## config.mk

```make
export PLATFORM = sky130hd
export DESIGN_NAME = usb_rx_err_classify
export DESIGN_NICKNAME = d
export VERILOG_FILES = /design/src/rtl/usb_rx_err_classify.sv
export SDC_FILE = /design/constraint.sdc
export NUM_CORES = 1
export LEC_CHECK = 0
export BUFFER_PORTS_ARGS = -buffer_cell sky130_fd_sc_hd__clkbuf_2
export CAP_MARGIN = 10
export CORE_MARGIN = 2
export CORE_UTILIZATION = 33
export DETAILED_ROUTE_END_ITERATION = 8
export GPL_TIMING_DRIVEN = 1
export PLACE_DENSITY = 0.71
export SYNTH_ARGS = -nofsm -noshare
export SYNTH_HDL_FRONTEND = slang
export SYNTH_SLANG_ARGS = --single-unit
```

## constraint.sdc

```tcl
create_clock -name clk -period 1.12 [get_ports clk]
set_input_delay 0.112 -clock clk [delete_from_list [all_inputs] [get_ports clk]]
set_output_delay 0.112 -clock clk [all_outputs]
set_load 0.02 [all_outputs]
```

## src/rtl/usb_rx_err_classify.sv

```systemverilog
module usb_rx_err_classify #(
  parameter int DATA_W  = 8,
  parameter int RESID_W = 3
) (
  input  logic               clk,
  input  logic               rst_n,
  input  logic               iso_mode,
  input  logic               buf_avail,
  input  logic               byte_vld,
  input  logic [DATA_W-1:0]  byte_in,
  input  logic               fifo_full,
  input  logic               eop,
  input  logic [RESID_W-1:0] bit_resid,
  input  logic               crc_ok,
  output logic               fifo_wr,
  output logic               fifo_ovw,
  output logic [DATA_W-1:0]  fifo_data,
  output logic               buf_close,
  output logic               st_ov,
  output logic               st_no,
  output logic               st_crc,
  output logic               ev_rxb,
  output logic               ev_bsy,
  output logic               hs_vld,
  output logic [1:0]         hs_sel
);

  localparam logic [1:0] HS_NONE = 2'b00;
  localparam logic [1:0] HS_ACK  = 2'b01;
  localparam logic [1:0] HS_NAK  = 2'b10;

  logic in_pkt, acc_q, ov_q;
  logic acc_now, bad_no, bad_crc;

  assign acc_now   = in_pkt ? acc_q : buf_avail;
  assign fifo_wr   = byte_vld & acc_now;
  assign fifo_ovw  = fifo_wr & fifo_full;
  assign fifo_data = byte_in;
  assign bad_no    = |bit_resid;
  assign bad_crc   = ~crc_ok;

  always_ff @(posedge clk or negedge rst_n) begin
    if (!rst_n) begin
      in_pkt <= 1'b0;
      acc_q  <= 1'b0;
      ov_q   <= 1'b0;
    end else if (eop) begin
      in_pkt <= 1'b0;
      ov_q   <= 1'b0;
    end else if (byte_vld) begin
      in_pkt <= 1'b1;
      if (!in_pkt) acc_q <= buf_avail;
      if (fifo_ovw) ov_q <= 1'b1;
    end
  end

  always_ff @(posedge clk or negedge rst_n) begin
    if (!rst_n) begin
      buf_close <= 1'b0;
      st_ov     <= 1'b0;
      st_no     <= 1'b0;
      st_crc    <= 1'b0;
      ev_rxb    <= 1'b0;
      ev_bsy    <= 1'b0;
      hs_vld    <= 1'b0;
      hs_sel    <= HS_NONE;
    end else begin
      buf_close <= 1'b0;
      st_ov     <= 1'b0;
      st_no     <= 1'b0;
      st_crc    <= 1'b0;
      ev_rxb    <= 1'b0;
      ev_bsy    <= 1'b0;
      hs_vld    <= eop;
      hs_sel    <= HS_NONE;
      if (eop) begin
        if (acc_now) begin
          buf_close <= 1'b1;
          ev_rxb    <= 1'b1;
          st_ov     <= ov_q;
          st_no     <= bad_no;
          st_crc    <= bad_crc;
          if (!iso_mode && !bad_no && !bad_crc)
            hs_sel <= ov_q ? HS_NAK : HS_ACK;
        end else begin
          ev_bsy <= 1'b1;
          if (!iso_mode) hs_sel <= HS_NAK;
        end
      end
    end
  end

  assert_in_sep: assert property (@(posedge clk) disable iff (!rst_n)
    !(byte_vld && eop));

  // a write only ever follows a byte strobe
  assert_wr_needs_byte_R1: assert property (@(posedge clk) disable iff (!rst_n)
    fifo_wr |-> byte_vld);

  assert_ovw_when_full_R2: assert property (@(posedge clk) disable iff (!rst_n)
    fifo_ovw |-> (fifo_wr && fifo_full));

  assert_hs_after_eop_R3: assert property (@(posedge clk) disable iff (!rst_n)
    eop |=> hs_vld);

  assert_hs_one_cycle_R3: assert property (@(posedge clk) disable iff (!rst_n)
    hs_vld |=> !hs_vld);

  assert_close_xor_busy_R9: assert property (@(posedge clk) disable iff (!rst_n)
    hs_vld |-> (buf_close != ev_bsy));

  assert_status_only_on_close_R8: assert property (@(posedge clk) disable iff (!rst_n)
    (st_ov || st_no || st_crc) |-> buf_close);

  assert_iso_silent_R10: assert property (@(posedge clk) disable iff (!rst_n)
    (eop && iso_mode) |=> (hs_sel == HS_NONE));

  assert_crc_no_hs_R7: assert property (@(posedge clk) disable iff (!rst_n)
    st_crc |-> (hs_sel == HS_NONE));

  assert_hs_code_legal_R4: assert property (@(posedge clk) disable iff (!rst_n)
    hs_sel != 2'b11);

endmodule

```

=== Yosys cells after proc, flatten, opt, wreduce, memory -nomap -nowiden ===
Cells that the tools add are included.
W data, S select, Z words.

* Input bits: 19
* Flip-flop bits (word level): 11
* Output and inout port bits: 19
* Word-level logic and storage cells: 44

* Reductions and logical operators: 9
* Muxes and demuxes: 21
* Bitwise gates (word level): 4

{| class="wikitable"
|+ Operator list
! cell !! number
|-
| $mux W1 || 16
|-
| $mux W2 || 5
|-
| $reduce_and A2 Y1 || 2
|-
| $reduce_bool A2 Y1 || 2
|-
| $reduce_or A3 Y1 || 1
|-
| $and A1 B1 Y1 || 2
|-
| $logic_and A1 B1 Y1 || 2
|-
| $logic_not A1 Y1 || 2
|-
| $not A1 Y1 || 2
|}

=== Longest topological paths before layout ===
Gate-level depths: netlist of the first run.

* Word-level depth: 7
* Gate-level depth with buffers: 2
* Mapped depth without buffers: 2

=== Worst setup path before layout of the first run ===
No wires, ideal clock.

* Kind: register to register
* Start point: register in_pkt
* End point: register acc_q
* Cell stages (with the launch flop): 3
* Data required time: 995 ps
* Path buffers: 0
* Library setup time: 125 ps
* Data arrival time: 996 ps
* Clock period less this slack: 1120 ps
* Path slack: 0 ps
* Cells stage by stage: dfrtp_1 mux2_2 mux2_2

* Word-level cells in the longest chain between the ends: 1

{| class="wikitable"
|+ RTL lines
! item !! line !! source
|-
| start: declaration || 32 || <nowiki>logic in_pkt, acc_q, ov_q;</nowiki>
|-
| start signal: assignment || 44 || <nowiki>in_pkt <= 1'b0;</nowiki>
|-
| start signal: assignment || 48 || <nowiki>in_pkt <= 1'b0;</nowiki>
|-
| start signal: assignment || 51 || <nowiki>in_pkt <= 1'b1;</nowiki>
|-
| $mux W1 || -- ||
|-
| end signal: assignment || 52 || <nowiki>if (!in_pkt) acc_q <= buf_avail;</nowiki>
|-
| end: declaration || 32 ||
|}

Every way passes these cells.
A chain may end at the register's enable or synchronous reset.

=== Worst setup path in the final report of the first run ===
* Start point: register in_pkt
* End point: output port fifo_ovw

* Word-level cells in the longest chain between the ends: 3

{| class="wikitable"
|+ RTL lines
! item !! line !! source
|-
| $mux W1 || -- ||
|-
| $and A1 B1 Y1 || 36 || <nowiki>assign fifo_wr = byte_vld & acc_now;</nowiki>
|-
| $and A1 B1 Y1 || 37 || <nowiki>assign fifo_ovw = fifo_wr & fifo_full;</nowiki>
|-
| end: declaration || 16 || <nowiki>output logic fifo_ovw,</nowiki>
|}

Every way passes these cells.

==> impl_metrics.py, run 1 <==
metrics = {
    "layout": {
        "multi_input_area_um2": 185,
        "final_cells": 78,
        "area_delta_synth_final_pct": 38.1,
        "final_util": 0.504,
        "drive_gt1_frac": 0.556,
        "register_area_um2": 275,
        "final_nets": 83,
        "n_antenna_cell": 0,
        "fillerInstances": 124,
    },
    "power_and_ir_drop": {
        "power_density_mw_per_mm2": 1380,
        "p_int_uw": 680,
        "power_frac_comb": 0.244,
        "leakage_nw": 0.348,
        "ir_worst_vdd_uv": 987,
        "pwr-share-seq": 0.471,
        "pwr-share-clk": 0.285,
        "p_sw_frac": 0.274,
        "power_switching_uw": 257,
    },
    "clocking": {
        "path_clk_slew_ns": 0.07,
        "numCtsBuffers": 3,
        "clock-sinks": 11,
        "h-tree-depth": 1,
        "cts_buffer_depth": 2,
        "root_buffer": "clkbuf_4",
        "clk_latency_ns": 0.27,
        "cts_tree": "done",
    },
    "global_route": {
        "grt_first_pass_wirelength_um": 1640,
        "grt_start_max_net_pins": 12,
        "antenna_found_initial": 0,
        "grt_usage": 0.128,
        "globalRouteOverflowTotal": 0,
        "first_global_vias": 387,
    },
    "drt": {
        "routed_wirelength_um": 950,
        "routed_via_density": 4.88,
        "drtPass1Iterations": 2,
        "route.detailed.drc": 0,
        "ant_nets": 0,
        "drtIter0Drc": 3,
        "routed-via-count": 381,
        "wire_per_inst_um": 12.2,
    },
    "logic_synthesis": {
        "synth_seq_cells": 11,
        "synth-seq-area-share": 0.558,
        "syn-cell-area_um2": 493,
        "yosys_warnings": 0,
        "ys_types": 15,
        "avgSynthCellArea_um2": 12.0,
        "synth_nets": 60,
        "netlist_instances": 41,
    },
    "run_status": {
        "violations": "negative setup slack",
        "status": "finished, violations left",
    },
    "sta": {
        "tightest_slew_ns": 0.307,
        "fin_crit_sh": 1.25,
        "fmaxAchievable_ghz": 0.716,
        "setup_violations": 5,
        "slew_violations": 0,
        "tns_ns": -0.716,
        "final.setup_skew_ns": 0.00351,
        "max-slew-margin-rel": 0.795,
        "post-route-min-period_ns": 1.40,
        "rsz0062_at_grt": "yes",
        "layout_setup_ws_ns": -0.277,
        "finalHoldViolCount": 0,
    },
    "hold_path": {
        "worstHoldPathType": "in -> reg",
    },
    "floorplanning": {
        "dieWidth_um": 42.7,
        "initial_core_util": 0.365,
        "io_pins": 38,
        "core-area_mm2": 0.00135,
        "die_h_um": 42.7,
        "fp.dieArea_mm2": 0.00182,
        "core.rowCount": 13,
    },
    "worst_setup_path": {
        "path_class": "reg -> out",
        "cp.arrival_ns": 1.29,
        "cp_max_fo": 4,
        "ff2ff_setup_slack_ns": -0.10,
        "required_ns": 1.01,
        "cp-start-kind": "flop",
        "cp-end-kind": "primary output",
    },
    "placed_design": {
        "dp_hpwl_um": 736,
        "portBuffers": 21,
        "dp_cells": 71,
        "place_congestion": 0.714,
    },
    "flow_run": {
        "drv_cap": 0,
    },
}
## power groups by stage
stage                     Combinational, mW  Sequential, mW  Clock (mW)
final                                 0.229           0.441       0.267
after global placement                0.184           0.449           0
after floorplan                       0.117           0.474           0
after CTS                             0.210           0.441       0.279
after global routing                  0.248           0.444       0.310
after detailed placement              0.188           0.449           0
## cells by family (layout without fill, tap and decap cells)
| kind of cell | Yosys count | in the layout | synth area share |
|---|---|---|---|
| AO/OA/AOI/OAI | 2 | 2 | 0.0381 |
| buffers and inverters | 10 | 32 | 0.145 |
| AND/OR/NAND/NOR | 15 | 15 | 0.193 |
| multiplexers | 3 | 3 | 0.0660 |
| flip-flops | 11 | 11 | 0.558 |
## critical path: stages, from the launching register on
cell and delay, ns:
dfrtp_1 0.39, mux2_4 0.32, and3_4 0.18, buf_8 0.12
## layer usage
| layer | up-vias | part of all wire | GRT usage |
|---|---|---|---|
| met4 | 0 | 0.037 | 0.0750 |
| met2 | 20 | 0.50 | 0.209 |
| met3 | 11 | 0.11 | 0.0809 |
| li1 | 178 | - | - |
| met5 | - | 0 | 0 |
| met1 | 172 | 0.36 | 0.120 |
## layout by cell type, fill, tap and decap left out
cell type and n:
or4b_4 1, a32o_1 1, mux2_2 1, buf_6 1
clkbuf_1 1, buf_4 4, nor3_1 3, clkbuf_4 3
clkbuf_2 19, inv_1 1, nor4b_4 1, nand3b_1 1
and2_4 1, dfrtp_1 11, mux2i_1 1, nor2b_1 1
o32ai_4 1, and3_1 1, and3_4 1, dlygate4sd3_1 2
mux2_4 1, nor2_1 5, buf_8 1
## path summary, 6_finish.rpt
check / from / cells after the start / to
min: eop / 1 / hs_vld$_DFF_PN0_
max: in_pkt$_DFFE_PN0P_ / 3 / fifo_ovw
max reg2reg: in_pkt$_DFFE_PN0P_ / 3 / ov_q$_DFFE_PN0P_
min reg2reg: ov_q$_DFFE_PN0P_ / 1 / ov_q$_DFFE_PN0P_
max in group asynchronous: rst_n / 2 / ev_bsy$_DFF_PN0_
min in group asynchronous: rst_n / 2 / hs_sel[0]$_DFF_PN0_
## cells in the mapped netlist, drive strengths merged
| master | count | area share |
|---|---|---|
| dfrtp | 11 | 0.56 |
| buf | 9 | 0.14 |
| nor2 | 5 | 0.038 |
| nor3 | 3 | 0.030 |
| and3 | 2 | 0.025 |
| mux2 | 2 | 0.046 |
| a32o | 1 | 0.020 |
| and2 | 1 | 0.013 |
| inv | 1 | 0.0076 |
| mux2i | 1 | 0.020 |
| nand3b | 1 | 0.015 |
| nor2b | 1 | 0.013 |
| nor4b | 1 | 0.030 |
| o32ai | 1 | 0.018 |
| or4b | 1 | 0.028 |
## through the flow
stage | hold slack [ns] | worst slack [ns] | cell area (µm²) | power, mW
floorplan | -0.184 | 0.0250 | 497 | 0.591
detailed placement | 0.00271 | -0.0330 | 576 | 0.638
finish | 0.0408 | -0.277 | 681 | 0.937
global placement | -0.00704 | -0.0261 | 576 | 0.632
global route | 0.0209 | -0.328 | 681 | 1.00
CTS | 0.0264 | -0.298 | 651 | 0.930
## layout make-up
type / instances / share of cell area
Clock buffer: 4 / 0.0386
Sequential cell: 11 / 0.404
Inverter: 1 / 0.00551
Tap cell: 15 / 0.0276
Multi-Input combinational cell: 20 / 0.272
Timing Repair Buffer: 27 / 0.252
## flip-flops by register name (all words and copies together), names as in the netlist
name    cells
acc_q       1
ev_bsy      1
ev_rxb      1
hs_sel      2
hs_vld      1
in_pkt      1
ov_q        1
st_crc      1
st_no       1
st_ov       1
## repair_timing
| action | 4_1_cts | 5_1_grt |
|---|---|---|
| endpoints found under the setup margin | 3 | 7 |
| buffers inserted | 1 | 0 |
| hold buffers | 2 | 0 |
| pin swaps | 2 | 0 |
| hold endpoints to repair | 12 | 0 |
| gates resized for setup | 4 | 7 |
Power figures use the tool's default switching activity.
==> inputs of run 2 (changes only) <==
--- a/config.mk
+++ b/config.mk
@@ -5,13 +5,14 @@
 export SDC_FILE = /design/constraint.sdc
 export NUM_CORES = 1
 export LEC_CHECK = 0
+export ABC_AREA = 1
 export BUFFER_PORTS_ARGS = -buffer_cell sky130_fd_sc_hd__clkbuf_2
 export CAP_MARGIN = 10
 export CORE_MARGIN = 2
-export CORE_UTILIZATION = 33
+export CORE_UTILIZATION = 34
 export DETAILED_ROUTE_END_ITERATION = 8
 export GPL_TIMING_DRIVEN = 1
-export PLACE_DENSITY = 0.71
+export PLACE_DENSITY = 0.72
 export SYNTH_ARGS = -nofsm -noshare
 export SYNTH_HDL_FRONTEND = slang
 export SYNTH_SLANG_ARGS = --single-unit
==> run 2 against run 1 <==
  * The flow still finishes with violations (negative setup slack)
  * Total power down 2.2%
  * Via count up 1.6%
  * Register-to-register slack better by 0.20 ns
  * Fmax up 11%
  * Flip-flop and latch count unchanged
  * Largest power group unchanged
==> impl_metrics.py, run 2 <==
metrics = {
    "drt": {
        "drtPass1Iterations": 2,
        "routed_via_density": 4.21,
        "ant_nets": 0,
        "drtIter0Drc": 1,
        "wire_per_inst_um": 10.4,
        "routed-via-count": 387,
        "route.detailed.drc": 0,
        "routed_wirelength_um": 959,
    },
    "logic_synthesis": {
        "avgSynthCellArea_um2": 9.11,
        "synthArstFlopShare": 1.00,
        "ys_types": 14,
        "synth-edff-count": 0,
        "netlist_instances": 57,
        "yosysTopAreaCell": "dfrtp_1",
        "synthTopCellsByArea": "dfrtp_1 53%, buf_4 13%, nand2_1 8.0%, inv_1 5.8%, nor2_1 5.1%",
        "synth-seq-area-share": 0.530,
        "syn-cell-area_um2": 519,
        "synth_top_area_share": 0.530,
        "yosys_warnings": 0,
        "ys.flop_type": "dfrtp_1",
        "synth_seq_cells": 11,
        "synth_common_cells": "11 x dfrtp_1, 11 x nand2_1, 9 x buf_4",
        "synth_nets": 76,
    },
    "layout": {
        "largest_register_ffs": 2,
        "fin_area_um2": 667,
        "n_antenna_cell": 0,
        "final_nets": 96,
        "final_cell_mix": "19 x clkbuf_2, 11 x dfrtp_1, 8 x nand2_1",
        "multi_input_area_um2": 159,
        "register_area_um2": 275,
        "max_flop_register": "hs_sel",
        "layout_commonest_cell": "clkbuf_2",
        "drive_gt1_frac": 0.487,
        "area_delta_synth_final_pct": 28.4,
        "final_cells": 92,
        "fillerInstances": 155,
    },
    "sta": {
        "rsz0062_at_grt": "yes",
        "fmaxAchievable_ghz": 0.792,
        "layout_setup_ws_ns": -0.142,
        "post-route-min-period_ns": 1.26,
        "final.setup_skew_ns": 0.00101,
        "slew_violations": 0,
        "finalHoldViolCount": 0,
        "setup_violations": 2,
        "fin_crit_sh": 1.13,
        "max-slew-margin-rel": 0.823,
        "tightest_slew_ns": 0.266,
        "timing.hold.ws_ns": 0.0100,
    },
    "global_route": {
        "antenna_found_initial": 0,
        "globalRouteOverflowTotal": 0,
        "grt_first_pass_wirelength_um": 1550,
        "grt_start_max_net_pins": 12,
        "first_global_vias": 388,
        "grt_usage": 0.123,
    },
    "clocking": {
        "cts_tree": "done",
        "clk_latency_ns": 0.27,
        "h-tree-depth": 1,
        "numCtsBuffers": 3,
        "clock-sinks": 11,
        "root_buffer": "clkbuf_4",
        "cts_buffer_depth": 2,
        "path_clk_slew_ns": 0.07,
    },
    "placed_design": {
        "placedInstanceArea_um2": 577,
        "pre_cts_ws_ns": 0.126,
        "place_congestion": 0.762,
        "portBuffers": 21,
        "dp_hpwl_um": 728,
        "dp_cells": 85,
    },
    "worst_setup_path": {
        "path_class": "reg -> out",
        "cp.arrival_ns": 1.15,
        "rr_worst_depth": 6,
        "cp-start-kind": "flop",
        "cp_max_fo": 3,
        "required_ns": 1.01,
        "cp-end-kind": "primary output",
    },
    "floorplanning": {
        "fp.dieArea_mm2": 0.00186,
        "initial_core_util": 0.353,
        "core-area_mm2": 0.00147,
        "core.rowCount": 14,
        "die_h_um": 43.1,
        "io_pins": 38,
        "dieWidth_um": 43.1,
    },
    "run_status": {
        "status": "finished, violations left",
        "violations": "negative setup slack",
    },
    "power_and_ir_drop": {
        "total_power_uw": 916,
        "ir_worst_vdd_uv": 634,
        "power_density_mw_per_mm2": 1370,
        "leakage_nw": 0.381,
    },
    "hold_path": {
        "worstHoldPathType": "in -> reg",
        "hold_depth": 1,
    },
    "flow_run": {
        "drv_cap": 0,
    },
}
-- run 2: cell types whose count changed in the layout (fill, tap and decap cells not counted), sizes merged, moves of 2 or more --
cell   before  now
nand3       0    2
mux2        2    0
inv         1   10
a21oi       0    2
and3        2    0
nor3        3    0
nor2        5    8
nand2       0   13
buf         6    3
o21ai       0    2
-- run 2: final timing paths --
kind                                    startpoint                  end  slack [ns]
worst max-delay path            in_pkt$_DFFE_PN0P_             fifo_ovw       -0.14
worst min-delay path                           eop     hs_vld$_DFF_PN0_        0.01
worst max register to register  in_pkt$_DFFE_PN0P_     ov_q$_DFFE_PN0P_        0.10
worst min register to register    ov_q$_DFFE_PN0P_  hs_sel[0]$_DFF_PN0_        0.48
max in group asynchronous                    rst_n     ov_q$_DFFE_PN0P_        0.65
min in group asynchronous                    rst_n   in_pkt$_DFFE_PN0P_        0.26
-- run 2: through the flow --
step | TNS, ns | utilization
6_report | -0.255 | 0.453
5_1_grt | -0.348 | 0.453
4_1_cts | -0.312 | 0.436
3_5_place_dp | 0 | 0.392
3_3_place_gp | 0 | 0.392
2_1_floorplan | 0 | -
-- run 2: cell families (layout without fill, tap and decap cells) --
family,after synthesis,in the layout,synth area share
and+or+nand+nor,23,23,0.222
buffers and inverters,19,38,0.202
DFF,11,11,0.530
AOI/OAI and AO/OA,4,4,0.0458
-- run 2: metal layers --
metal | share of wire | routed length, µm | vias to the layer above | global-route usage
met4 | 0.042 | 40 | 0 | 0.145
met3 | 0.092 | 88 | 4 | 0.0383
met2 | 0.49 | 466 | 17 | 0.170
li1 | - | - | 200 | -
met5 | 0 | 0 | - | 0
met1 | 0.38 | 363 | 166 | 0.134
-- run 2: power by group --
group,internal (mW),switching (mW)
Sequential,0.426,0.0163
Combinational,0.0778,0.127
Clock,0.138,0.131
-- run 2: worst max-delay path: stages, from the launching register on --
cell and delay (ns):
dfrtp_1 0.42, inv_2 0.10, nand2_2 0.06, nand2_2 0.07, nand3_2 0.07, inv_2 0.07
buf_8 0.10
-- run 2: timing repair --
| item | in CTS | in global routing |
|---|---|---|
| endpoints found under the hold margin | 12 | 0 |
| resized for setup | 3 | 10 |
| hold buffers | 2 | 0 |
| setup buffers | 1 | 0 |
| setup endpoints to repair | 2 | 2 |
-- run 2: final cells by class --
cell class | count | share of cell area
timing repair buffer | 24 | 0.223
inverter | 10 | 0.0563
multi-input combinational | 27 | 0.238
tap | 16 | 0.0300
sequential | 11 | 0.413
clock buffer | 4 | 0.0394
